--- src/rtl/i2cs_pkg.sv ---
// Shared types for the I2C read responder.
// Assumes: one state encoding shared by the engine and its checker.
package i2cs_pkg;
    typedef enum logic [3:0] {
        ST_HUNT,   // waiting for START
        ST_ADDR,   // collecting address and direction
        ST_AWAIT,  // match found, wait for 8th SCL fall
        ST_AACK,   // pulling SDA low for the address acknowledge
        ST_IGN,    // not addressed, wait for next START
        ST_LOAD,   // byte wanted, stretching until one is available
        ST_SETUP,  // MSB on SDA, SCL still held
        ST_TX,     // shifting data bits out
        ST_NWAIT,  // SDA released, waiting to sample master ACK
        ST_NHOLD   // ACK seen, wait for SCL fall before next byte
    } eng_st_t;
endpackage

--- src/rtl/i2cs_line_sync.sv ---
// Synchronises SCL and SDA and derives edge and bus-condition pulses.
// Assumes: SYNC_STAGES >= 2; the idle bus reads high.
module i2cs_line_sync #(
    parameter int SYNC_STAGES = 2
) (
    input  logic clk,
    input  logic rst_n,
    input  logic scl_i,
    input  logic sda_i,
    output logic sda_s,
    output logic scl_rise,
    output logic scl_fall,
    output logic start_p,
    output logic stop_p
);
    logic [SYNC_STAGES-1:0] scl_q, sda_q;
    logic scl_d, sda_d, scl_s;

    // Shift the pad levels through the synchroniser and keep one delayed copy.
    always_ff @(posedge clk) begin
        if (!rst_n) begin
            scl_q <= '1;
            sda_q <= '1;
            scl_d <= 1'b1;
            sda_d <= 1'b1;
        end else begin
            scl_q <= {scl_q[SYNC_STAGES-2:0], scl_i};
            sda_q <= {sda_q[SYNC_STAGES-2:0], sda_i};
            scl_d <= scl_q[SYNC_STAGES-1];
            sda_d <= sda_q[SYNC_STAGES-1];
        end
    end

    assign scl_s    = scl_q[SYNC_STAGES-1];
    assign sda_s    = sda_q[SYNC_STAGES-1];
    assign scl_rise = scl_s & ~scl_d;
    assign scl_fall = ~scl_s & scl_d;
    assign start_p  = scl_s & scl_d & sda_d & ~sda_s;
    assign stop_p   = scl_s & scl_d & ~sda_d & sda_s;
endmodule

--- src/rtl/i2cs_byte_buf.sv ---
// One-byte transmit holding register between the host and the engine.
// Assumes: clear beats write, and write beats take in the same cycle.
module i2cs_byte_buf #(
    parameter int DATA_W = 8
) (
    input  logic              clk,
    input  logic              rst_n,
    input  logic              clr,
    input  logic              wr,
    input  logic [DATA_W-1:0] wdata,
    input  logic              take,
    output logic              full,
    output logic [DATA_W-1:0] rdata
);
    // Track occupancy and hold the latest host byte.
    always_ff @(posedge clk) begin
        if (!rst_n) begin
            full  <= 1'b0;
            rdata <= '0;
        end else if (clr) begin
            full  <= 1'b0;
        end else if (wr) begin
            rdata <= wdata;
            full  <= 1'b1;
        end else if (take) begin
            full  <= 1'b0;
        end
    end
endmodule

--- src/rtl/i2cs_stretch_timer.sv ---
// Counts cycles of an ongoing stretch and flags expiry at the limit.
// Assumes: limit of zero disables expiry; the count restarts whenever run drops.
module i2cs_stretch_timer #(
    parameter int TO_W = 16
) (
    input  logic            clk,
    input  logic            rst_n,
    input  logic            run,
    input  logic [TO_W-1:0] limit,
    output logic            expired
);
    logic [TO_W-1:0] cnt;

    assign expired = run && (limit != '0) && (cnt >= limit);

    // Count stretch cycles, clearing when the stretch ends.
    always_ff @(posedge clk) begin
        if (!rst_n || !run) cnt <= '0;
        else if (!expired)  cnt <= cnt + 1'b1;
    end
endmodule

--- src/rtl/i2c_slave_tx.sv ---
// I2C target that answers master reads from a host-loaded byte buffer.
// Assumes: clk is much faster than SCL; lines are open-drain (outputs pull low).
module i2c_slave_tx #(
    parameter int ADDR_W      = 7,
    parameter int DATA_W      = 8,
    parameter int TO_W        = 16,
    parameter int SYNC_STAGES = 2,
    parameter int SU_CYC      = 4
) (
    input  logic              clk,
    input  logic              rst_n,
    input  logic              enable,
    input  logic [ADDR_W-1:0] own_addr,
    input  logic              fill_en,
    input  logic [DATA_W-1:0] fill_byte,
    input  logic [TO_W-1:0]   stretch_limit,
    input  logic              scl_i,
    input  logic              sda_i,
    output logic              scl_oe,
    output logic              sda_oe,
    input  logic              host_wr,
    input  logic [DATA_W-1:0] host_data,
    output logic              buf_full,
    output logic              byte_done,
    output logic              rw_flag,
    output logic              ack_status,
    output logic              timeout_err
);
    import i2cs_pkg::*;

    localparam int MAXB  = (DATA_W > ADDR_W + 1) ? DATA_W : ADDR_W + 1;
    localparam int CNT_W = $clog2(MAXB);
    localparam int SU_W  = $clog2(SU_CYC + 1);
    localparam logic [CNT_W-1:0] ADDR_LAST = CNT_W'(ADDR_W);
    localparam logic [CNT_W-1:0] DATA_LAST = CNT_W'(DATA_W - 1);
    localparam logic [SU_W-1:0]  SU_LAST   = SU_W'(SU_CYC - 1);
    localparam logic [DATA_W-1:0] MSB_ONE  = {1'b1, {(DATA_W-1){1'b0}}};

    eng_st_t           state;
    logic [CNT_W-1:0]  bit_cnt;
    logic [SU_W-1:0]   su_cnt;
    logic [ADDR_W-1:0] addr_sh;
    logic [DATA_W-1:0] tx_sh;
    logic [DATA_W-1:0] buf_q;
    logic [DATA_W-1:0] fill_word;
    logic sda_s, scl_rise, scl_fall, start_p, stop_p;
    logic expired, in_read, flush, take;

    i2cs_line_sync #(.SYNC_STAGES(SYNC_STAGES)) u_sync (
        .clk(clk), .rst_n(rst_n), .scl_i(scl_i), .sda_i(sda_i),
        .sda_s(sda_s), .scl_rise(scl_rise), .scl_fall(scl_fall),
        .start_p(start_p), .stop_p(stop_p)
    );

    i2cs_stretch_timer #(.TO_W(TO_W)) u_timer (
        .clk(clk), .rst_n(rst_n), .run(state == ST_LOAD),
        .limit(stretch_limit), .expired(expired)
    );

    assign in_read = state inside {ST_LOAD, ST_SETUP, ST_TX, ST_NWAIT, ST_NHOLD};
    assign flush   = in_read && (stop_p || start_p || expired ||
                                 (state == ST_NWAIT && scl_rise && sda_s));
    assign take    = (state == ST_LOAD) && buf_full && !expired &&
                     !stop_p && !start_p;
    assign fill_word = fill_byte | MSB_ONE;

    i2cs_byte_buf #(.DATA_W(DATA_W)) u_buf (
        .clk(clk), .rst_n(rst_n), .clr(!enable || flush),
        .wr(host_wr && enable), .wdata(host_data), .take(take),
        .full(buf_full), .rdata(buf_q)
    );

    // Engine sequencing: address phase, byte transmit, acknowledge sampling.
    always_ff @(posedge clk) begin
        if (!rst_n || !enable) begin
            state       <= ST_HUNT;
            bit_cnt     <= '0;
            su_cnt      <= '0;
            addr_sh     <= '0;
            tx_sh       <= '0;
            rw_flag     <= 1'b0;
            ack_status  <= 1'b0;
            byte_done   <= 1'b0;
            timeout_err <= 1'b0;
        end else begin
            byte_done <= 1'b0;
            if (stop_p) begin
                state <= ST_HUNT;
            end else if (start_p) begin
                state       <= ST_ADDR;
                bit_cnt     <= '0;
                timeout_err <= 1'b0;
            end else begin
                case (state)
                    ST_ADDR: if (scl_rise) begin
                        if (bit_cnt == ADDR_LAST) begin
                            if (addr_sh == own_addr) begin
                                rw_flag <= sda_s;
                                state   <= ST_AWAIT;
                            end else begin
                                state   <= ST_IGN;
                            end
                        end else begin
                            addr_sh <= {addr_sh[ADDR_W-2:0], sda_s};
                            bit_cnt <= bit_cnt + 1'b1;
                        end
                    end
                    ST_AWAIT: if (scl_fall) state <= ST_AACK;
                    ST_AACK:  if (scl_fall) state <= rw_flag ? ST_LOAD : ST_IGN;
                    ST_LOAD: begin
                        if (expired) begin
                            state       <= ST_HUNT;
                            timeout_err <= 1'b1;
                        end else if (buf_full) begin
                            tx_sh  <= buf_q;
                            su_cnt <= '0;
                            state  <= ST_SETUP;
                        end else if (fill_en) begin
                            tx_sh  <= fill_word;
                            su_cnt <= '0;
                            state  <= ST_SETUP;
                        end
                    end
                    ST_SETUP: begin
                        if (su_cnt == SU_LAST) begin
                            bit_cnt <= '0;
                            state   <= ST_TX;
                        end else begin
                            su_cnt <= su_cnt + 1'b1;
                        end
                    end
                    ST_TX: if (scl_fall) begin
                        tx_sh <= tx_sh << 1;
                        if (bit_cnt == DATA_LAST) state <= ST_NWAIT;
                        else                      bit_cnt <= bit_cnt + 1'b1;
                    end
                    ST_NWAIT: if (scl_rise) begin
                        ack_status <= sda_s;
                        byte_done  <= 1'b1;
                        state      <= sda_s ? ST_HUNT : ST_NHOLD;
                    end
                    ST_NHOLD: if (scl_fall) state <= ST_LOAD;
                    default: ;
                endcase
            end
        end
    end

    // Open-drain line requests derived from the engine state.
    assign scl_oe = (state == ST_LOAD) || (state == ST_SETUP);
    assign sda_oe = (state == ST_AACK) ||
                    (((state == ST_SETUP) || (state == ST_TX)) && !tx_sh[DATA_W-1]);
endmodule

--- config.mk ---
export PLATFORM = sky130hd
export DESIGN_NAME = i2c_slave_tx
export DESIGN_NICKNAME = d
export VERILOG_FILES = /design/src/rtl/i2cs_pkg.sv /design/src/rtl/i2cs_line_sync.sv /design/src/rtl/i2cs_byte_buf.sv /design/src/rtl/i2cs_stretch_timer.sv /design/src/rtl/i2c_slave_tx.sv
export SDC_FILE = /design/constraint.sdc
export NUM_CORES = 1
export LEC_CHECK = 0
export ABC_AREA = 0
export BUFFER_PORTS_ARGS = -buffer_cell sky130_fd_sc_hd__buf_2
export CAP_MARGIN = 20
export CORE_AREA = 2 2 90 92
export CTS_BUF_LIST = sky130_fd_sc_hd__clkbuf_8
export CTS_CLUSTER_DIAMETER = 100
export DETAILED_ROUTE_END_ITERATION = 10
export DIE_AREA = 0 0 92 94
export GPL_TIMING_DRIVEN = 0
export PLACE_DENSITY = 0.82
export SYNTH_ARGS = -nofsm -noshare
export SYNTH_HDL_FRONTEND = slang
export SYNTH_SLANG_ARGS = --single-unit
--- constraint.sdc ---
create_clock -name clk -period 2.17 [get_ports clk]
set_clock_uncertainty 0.1 [all_clocks]
set_input_delay 0.1085 -clock clk [delete_from_list [all_inputs] [get_ports clk]]
set_output_delay 0.1085 -clock clk [all_outputs]
set_load 0.02 [all_outputs]
==> Word level (Yosys, flattened, before mapping) <==
Index checks and enable logic that the tools add are counted.
{ "totals": {"ff_bits": 60, "inputBits": 46, "output_inout_bits": 7, "elab_cells": 162} }
{ "classes": {"addsub": 3, "n_lt_le_gt_ge": 1, "n_eq_ne": 34, "n_mux": 39, "bitwise": 17, "reduce_logical": 51} }
{ "op_table": {"columns": ["op", "count"], "rows": [
  ["2-to-1 mux 4 bit", 13],
  ["2-to-1 mux 8 bit", 4],
  ["case mux 4 bit (8 select lines)", 1],
  ["2-to-1 mux 3 bit", 10],
  ["inequality test 3 bit, second input constant", 9],
  ["inequality test 2 bit, second input constant", 11],
  ["AND reduction 11 bit", 2],
  ["AND reduction 6 bit", 3],
  ["adder 16 x 1 -> 16 bit, second input constant", 1],
  ["greater-or-equal comparator 16 bit", 1],
  ["case mux 8 bit (2 select lines)", 1],
  ["nonzero test 16 bit", 1],
  ["equality test 4 x 3 -> 1 bit, second input constant", 3],
  ["logical AND 1 bit", 11],
  ["inverter 1 bit", 10],
  ["AND reduction 5 bit", 2],
  ["nonzero test 2 bit", 5],
  ["logical OR 1 bit", 9],
  ["case mux 3 bit (3 select lines)", 1],
  ["nonzero test 9 bit", 1],
  ["equality test 4 x 2 -> 1 bit, second input constant", 2],
  ["equality test 4 bit, second input constant", 2],
  ["2-to-1 mux 1 bit", 8],
  ["nonzero test 8 bit", 1],
  ["other kinds (19)", 33]
]} }

==> Depth between registers and ports, before layout <==
{ "depth": {"ltp_word": 10, "depth_mapped": 10, "mapped_depth_nobuf": 8} }

==> By module <==
From an unflattened synthesis, not the netlist that was laid out.
{ "unflattened": {"hier_cells": 418, "hier_area_um2": 3678.5} }
{ "modules_own_cells": {"columns": ["module", "instances", "cells_each", "area_per_inst_um2", "seq_area_each_um2"], "rows": [
  ["i2c_slave_tx", 1, 208, 1841.8, 580.6],
  ["i2cs_stretch_timer", 1, 154, 1256.2, 320.3],
  ["i2cs_byte_buf", 1, 40, 390.4, 180.2],
  ["i2cs_line_sync", 1, 16, 190.2, 120.1]
]} }

==> Worst setup path before layout <==
Ideal clock, no wire load.
{ "synth_path": {"path_kind": "register -> register", "from": "reg u_timer.cnt[0]", "to": "reg su_cnt[2]", "setup_time_ns": 0.135, "t_arrival_ns": 1.983, "required_time_ns": 1.935, "setup_slack_ns": -0.048, "path_stages_with_launch": 11, "path_buffers": 2, "period_less_slack_ns": 2.218, "cell_sequence": "dfxtp_1 > inv_1 > ha_1 > nor3b_2 > o21ai_1 > a31oi_1 > a21oi_1 > buf_2 > buf_2 > o311ai_0 > o41ai_1"} }
{ "synth_via": {"elab_chain_len": 4} }
{ "synth_rtl": {"columns": ["item", "line", "source"], "rows": [
  ["start: declaration", "i2cs_stretch_timer.sv:12", "logic [TO_W-1:0] cnt;"],
  ["start signal: assignment", "i2cs_stretch_timer.sv:19", "else if (!expired) cnt <= cnt + 1'b1;"],
  ["greater-or-equal comparator 16 bit", "i2cs_stretch_timer.sv:14", "assign expired = run && (limit != '0) && (cnt >= limit);"],
  ["logical AND 1 bit", "i2cs_stretch_timer.sv:14", null],
  ["inequality test 2 bit (no line)", null, null],
  ["AND reduction 6 bit (no line)", null, null],
  ["end signal: assignment", "i2c_slave_tx.sv:129", "su_cnt <= su_cnt + 1'b1;"],
  ["end: declaration", "i2c_slave_tx.sv:41", "logic [SU_W-1:0] su_cnt;"]
]} }
Every way passes these cells.
A chain may end at the register's enable or synchronous reset.

==> Final worst setup path <==
{ "layout_path": {"from": "reg u_timer.cnt[6]", "to": "reg u_timer.cnt[5]"} }
{ "layout_via": {"elab_chain_len": 2} }
{ "layout_rtl": {"columns": ["item", "line"], "rows": [
  ["greater-or-equal comparator 16 bit", "i2cs_stretch_timer.sv:14"],
  ["logical AND 1 bit", "i2cs_stretch_timer.sv:14"]
]} }
Every way passes these cells.

==> impl_metrics.toml <==
[outcome]
outcome = "complete, but fails checks"
violations_in_the_final_reports = "setup timing"

[drt]
routed_wire_length_per_instance_um = 18.72
routed_via_density = 6.241
wl_um = 12560
drc = 0
dr_total_vias = 4188
dr.first_iter.drc_count = 366
drtAntennaViolNets = 0
drtPass1Iterations = 6

[timing]
max_slew.worst_pin.slew_ns = 0.7969
fin_setup_tns_ns = -5.660
slew_violations = 0
post-route-min-period_ns = 2.409
postLayoutSetupSlackWorst_ns = -0.2388
holdWs_ns = 0.02704
fin_crit_sh_pct = 111.0
slew_headroom_pct = 46.52
rsz0062_at_grt = "yes"
max_clock_freq_ghz = 0.4151
finalHoldViolCount = 0
setup_viol = 39

[layout]
syn_to_final_growth_pct = 38.72
antenna_cells = 0
share_of_layout_cells_above_drive_strength_1_pct = 34.45
instances_no_fill = 671
final_core_util_pct = 68.95
fin_nets = 631

[die]
die_height_um = 94
effective_utilization_at_floorplan_pct = 49.70
std_cell_rows = 32
core_area_um2 = 7607
floorplan.die_area_um2 = 8648
dieWidth_um = 92
boundaryPins = 53

[power_and_ir_drop]
p_per_area_nw_per_um2 = 464.7
leakage_nw = 2.146
irDropWorstVdd_uv = 393.8
fin_total_pwr_mw = 2.437

[yosys]
synth_enable_flop_cells = 0
netlist-cell-type-count = 63
cell_taking_the_most_area_after_synthesis = "dfxtp_1"
synthArstFlopShare_pct = 0
yosys.area.top_type_share_pct = 31.77
yosys_most_used_dff = "dfxtp_1"
count_of_state_elements_after_synthesis = 60
synth-warning-count = 0
avgSynthCellArea_um2 = 8.149
cell_types_occupying_the_most_area_after_synthesis = "dfxtp_1, mux2i_1, ha_1"
synth_sequential_area_ratio_pct = 31.77
synthesis.area_um2 = 3781
netlist_instances = 464
synthesis.nets = 531

[global_route]
globalRouteOverflowTotal = 0
grt_start_max_net_pins = 11
number_of_antenna_violations_at_the_first_check_in_global_routing = 0
first_global_vias = 3997
gr-usage-all-layers_pct = 27.56
wire_length_of_the_first_global_routing_pass_um = 18820

[worst_setup_path]
cp.buffers_inverters = 1
endpoint_kind = "register"
crit_fanout = 6
required_ns = 2.34
critPathLaunchType = "register"
cp_slowest_cell = "or4_1"
timing.critical_path.arrival_ns = 2.58
path_class = "register to register"
crit_path_max_incr_delay_ns = 0.52
crit_chain = "ha_1, nand2_1, o21ai_2, a22oi_2, a21oi_4, buf_6, or4_1, a21oi_1"
path_delay_family = "compound AO/OA/AOI/OAI gates"

[hold_path]
hold_class = "primary input to register"

[clock_tree]
cts_max_path_buffers = 2
cts.clk_slew.worst_paths_ns = 0.07
clock-root-buffer = "clkbuf_8"
cts_sinks = 60
h-tree-depth = 3
cts_made_buffers = 9
clock_latency_at_the_later_pin_of_the_worst_skew_pair_ns = 0.35
cts_tree = "built"

[placed_design]
globalplace.congestion = 0.9521
port_buffers = 51
detailedPlacementHpwl_um = 7256
numPlacedInstances = 617

[flow_run]
maxCapViolCount = 0
==> tightest hold or removal path: stages <==
cell      delay, ns
buf_2          0.12
o21ai_0        0.14
a211oi_1       0.05
==> routing by layer <==
layer / vias up / share of wire [%] / track usage [%]
met1: 1965 / 39 / 31.67
met2: 270 / 48 / 47.73
met3: 64 / 8.4 / 8.347
li1: 1889 / - / -
met4: 0 / 4.5 / 11.44
met5: - / 0 / 0
==> metrics by stage <==
step	cell area, um^2	setup WS, ns
after floorplan	3797	-0.001731
after global placement	4180	-0.3564
after detailed placement	4180	-0.4588
after CTS	4995	-0.08517
after global routing	5245	-0.2948
final	5245	-0.2388
==> where the power goes <==
group	switching, mW	internal [mW]	total (mW)
Sequential	0.00887	1.11	1.12
Clock	0.461	0.584	1.05
Combinational	0.150	0.123	0.273
Total	0.620	1.82	2.44
==> worst paths after layout <==
kind	startpoint	end	slack (ns)	depth (start not counted)
worst max-delay path	u_timer.cnt[6]$_SDFFE_PP0N_	u_timer.cnt[5]$_SDFFE_PP0N_	-0.24	8
worst min-delay path	host_wr	u_buf.full$_SDFFE_PP0P_	0.03	3
worst max register to register	u_timer.cnt[6]$_SDFFE_PP0N_	u_timer.cnt[5]$_SDFFE_PP0N_	-0.24	8
worst min register to register	u_sync.sda_q[0]$_SDFF_PN1_	u_sync.sda_q[1]$_SDFF_PN1_	0.31	1
==> logic make-up (layout without fill, tap and decap cells) <==
| logic type | after synthesis | after routing | synth area share, % |
|---|---|---|---|
| flip-flops | 60 | 60 | 31.77 |
| AND/OR/NAND/NOR | 182 | 182 | 25.12 |
| XOR/XNOR | 11 | 11 | 2.548 |
| adder cells (fa/ha/maj) | 21 | 21 | 6.949 |
| multiplexers | 30 | 30 | 7.975 |
| AO/OA/AOI/OAI | 110 | 110 | 19.72 |
| buffers and inverters | 50 | 155 | 5.923 |
==> synthesized netlist by cell type, drive strengths merged (3+ instances only) <==
cell type  number
nor4            7
nand2b         19
nor2           32
o211ai          6
a211oi          4
mux2i          29
buf            13
or2             3
nor2b           3
or3             4
and2            4
a21o            3
o311ai         10
or4             5
a41o            3
inv            25
o31ai          12
o21ai          23
xor2            9
and4            3
ha             21
nor3           10
clkbuf         12
nand3          17
nand2          59
nand4           8
dfxtp          60
a31oi           6
a21oi          28
==> area by class of cell <==
type / instances / area (um^2)
well taps: 102 / 127.6
flip-flops and latches: 60 / 1236
repair buffers: 90 / 606.8
inverters: 25 / 96.34
multi-input cells: 354 / 2811
plain buffers: 24 / 163.9
fillers: 538 / 2362
clock inverters: 5 / 51.30
clock buffers: 11 / 151.4
==> what timing repair did <==
item / CTS / global route
hold buffers: 12 / 0
resized for setup: 86 / 39
setup endpoints to repair: 43 / 43
pin swaps: 18 / 22
gates cloned: 1 / 1
buffers inserted: 16 / 11
endpoints found under the hold margin: 11 / 0
==> flip-flops by register name, indices dropped and copies added, names as in the netlist <==
signal and flops:
u_sync.scl_d 1, u_sync.sda_q 2, ack_status 1, su_cnt 3
addr_sh 7, u_sync.scl_q 2, timeout_err 1, u_buf.full 1
u_timer.cnt 16, bit_cnt 3, state 4, byte_done 1
tx_sh 8, u_sync.sda_d 1, rw_flag 1, u_buf.rdata 8
==> placed cells by master (no fill, tap or decap), types with 5 or more instances in the layout <==
cell type      instances
o311ai_1               5
xor2_1                 9
dfxtp_4                6
mux2i_1               29
nor2_1                32
a21oi_2                9
ha_1                  10
nor3_1                 8
clkbuf_1               8
dfxtp_1               44
inv_1                 25
ha_4                  11
nand3_1               16
dlygate4sd3_1         12
o211ai_1               6
buf_2                 56
nand2b_1              17
nand2_1               54
dfxtp_2               10
clkbuf_8              11
buf_6                  8
o31ai_1                7
nand4_1                8
a21oi_1               16
o21ai_0               14
nor4_1                 5
buf_4                 26
No activity file was read; power rests on OpenSTA's default activity.
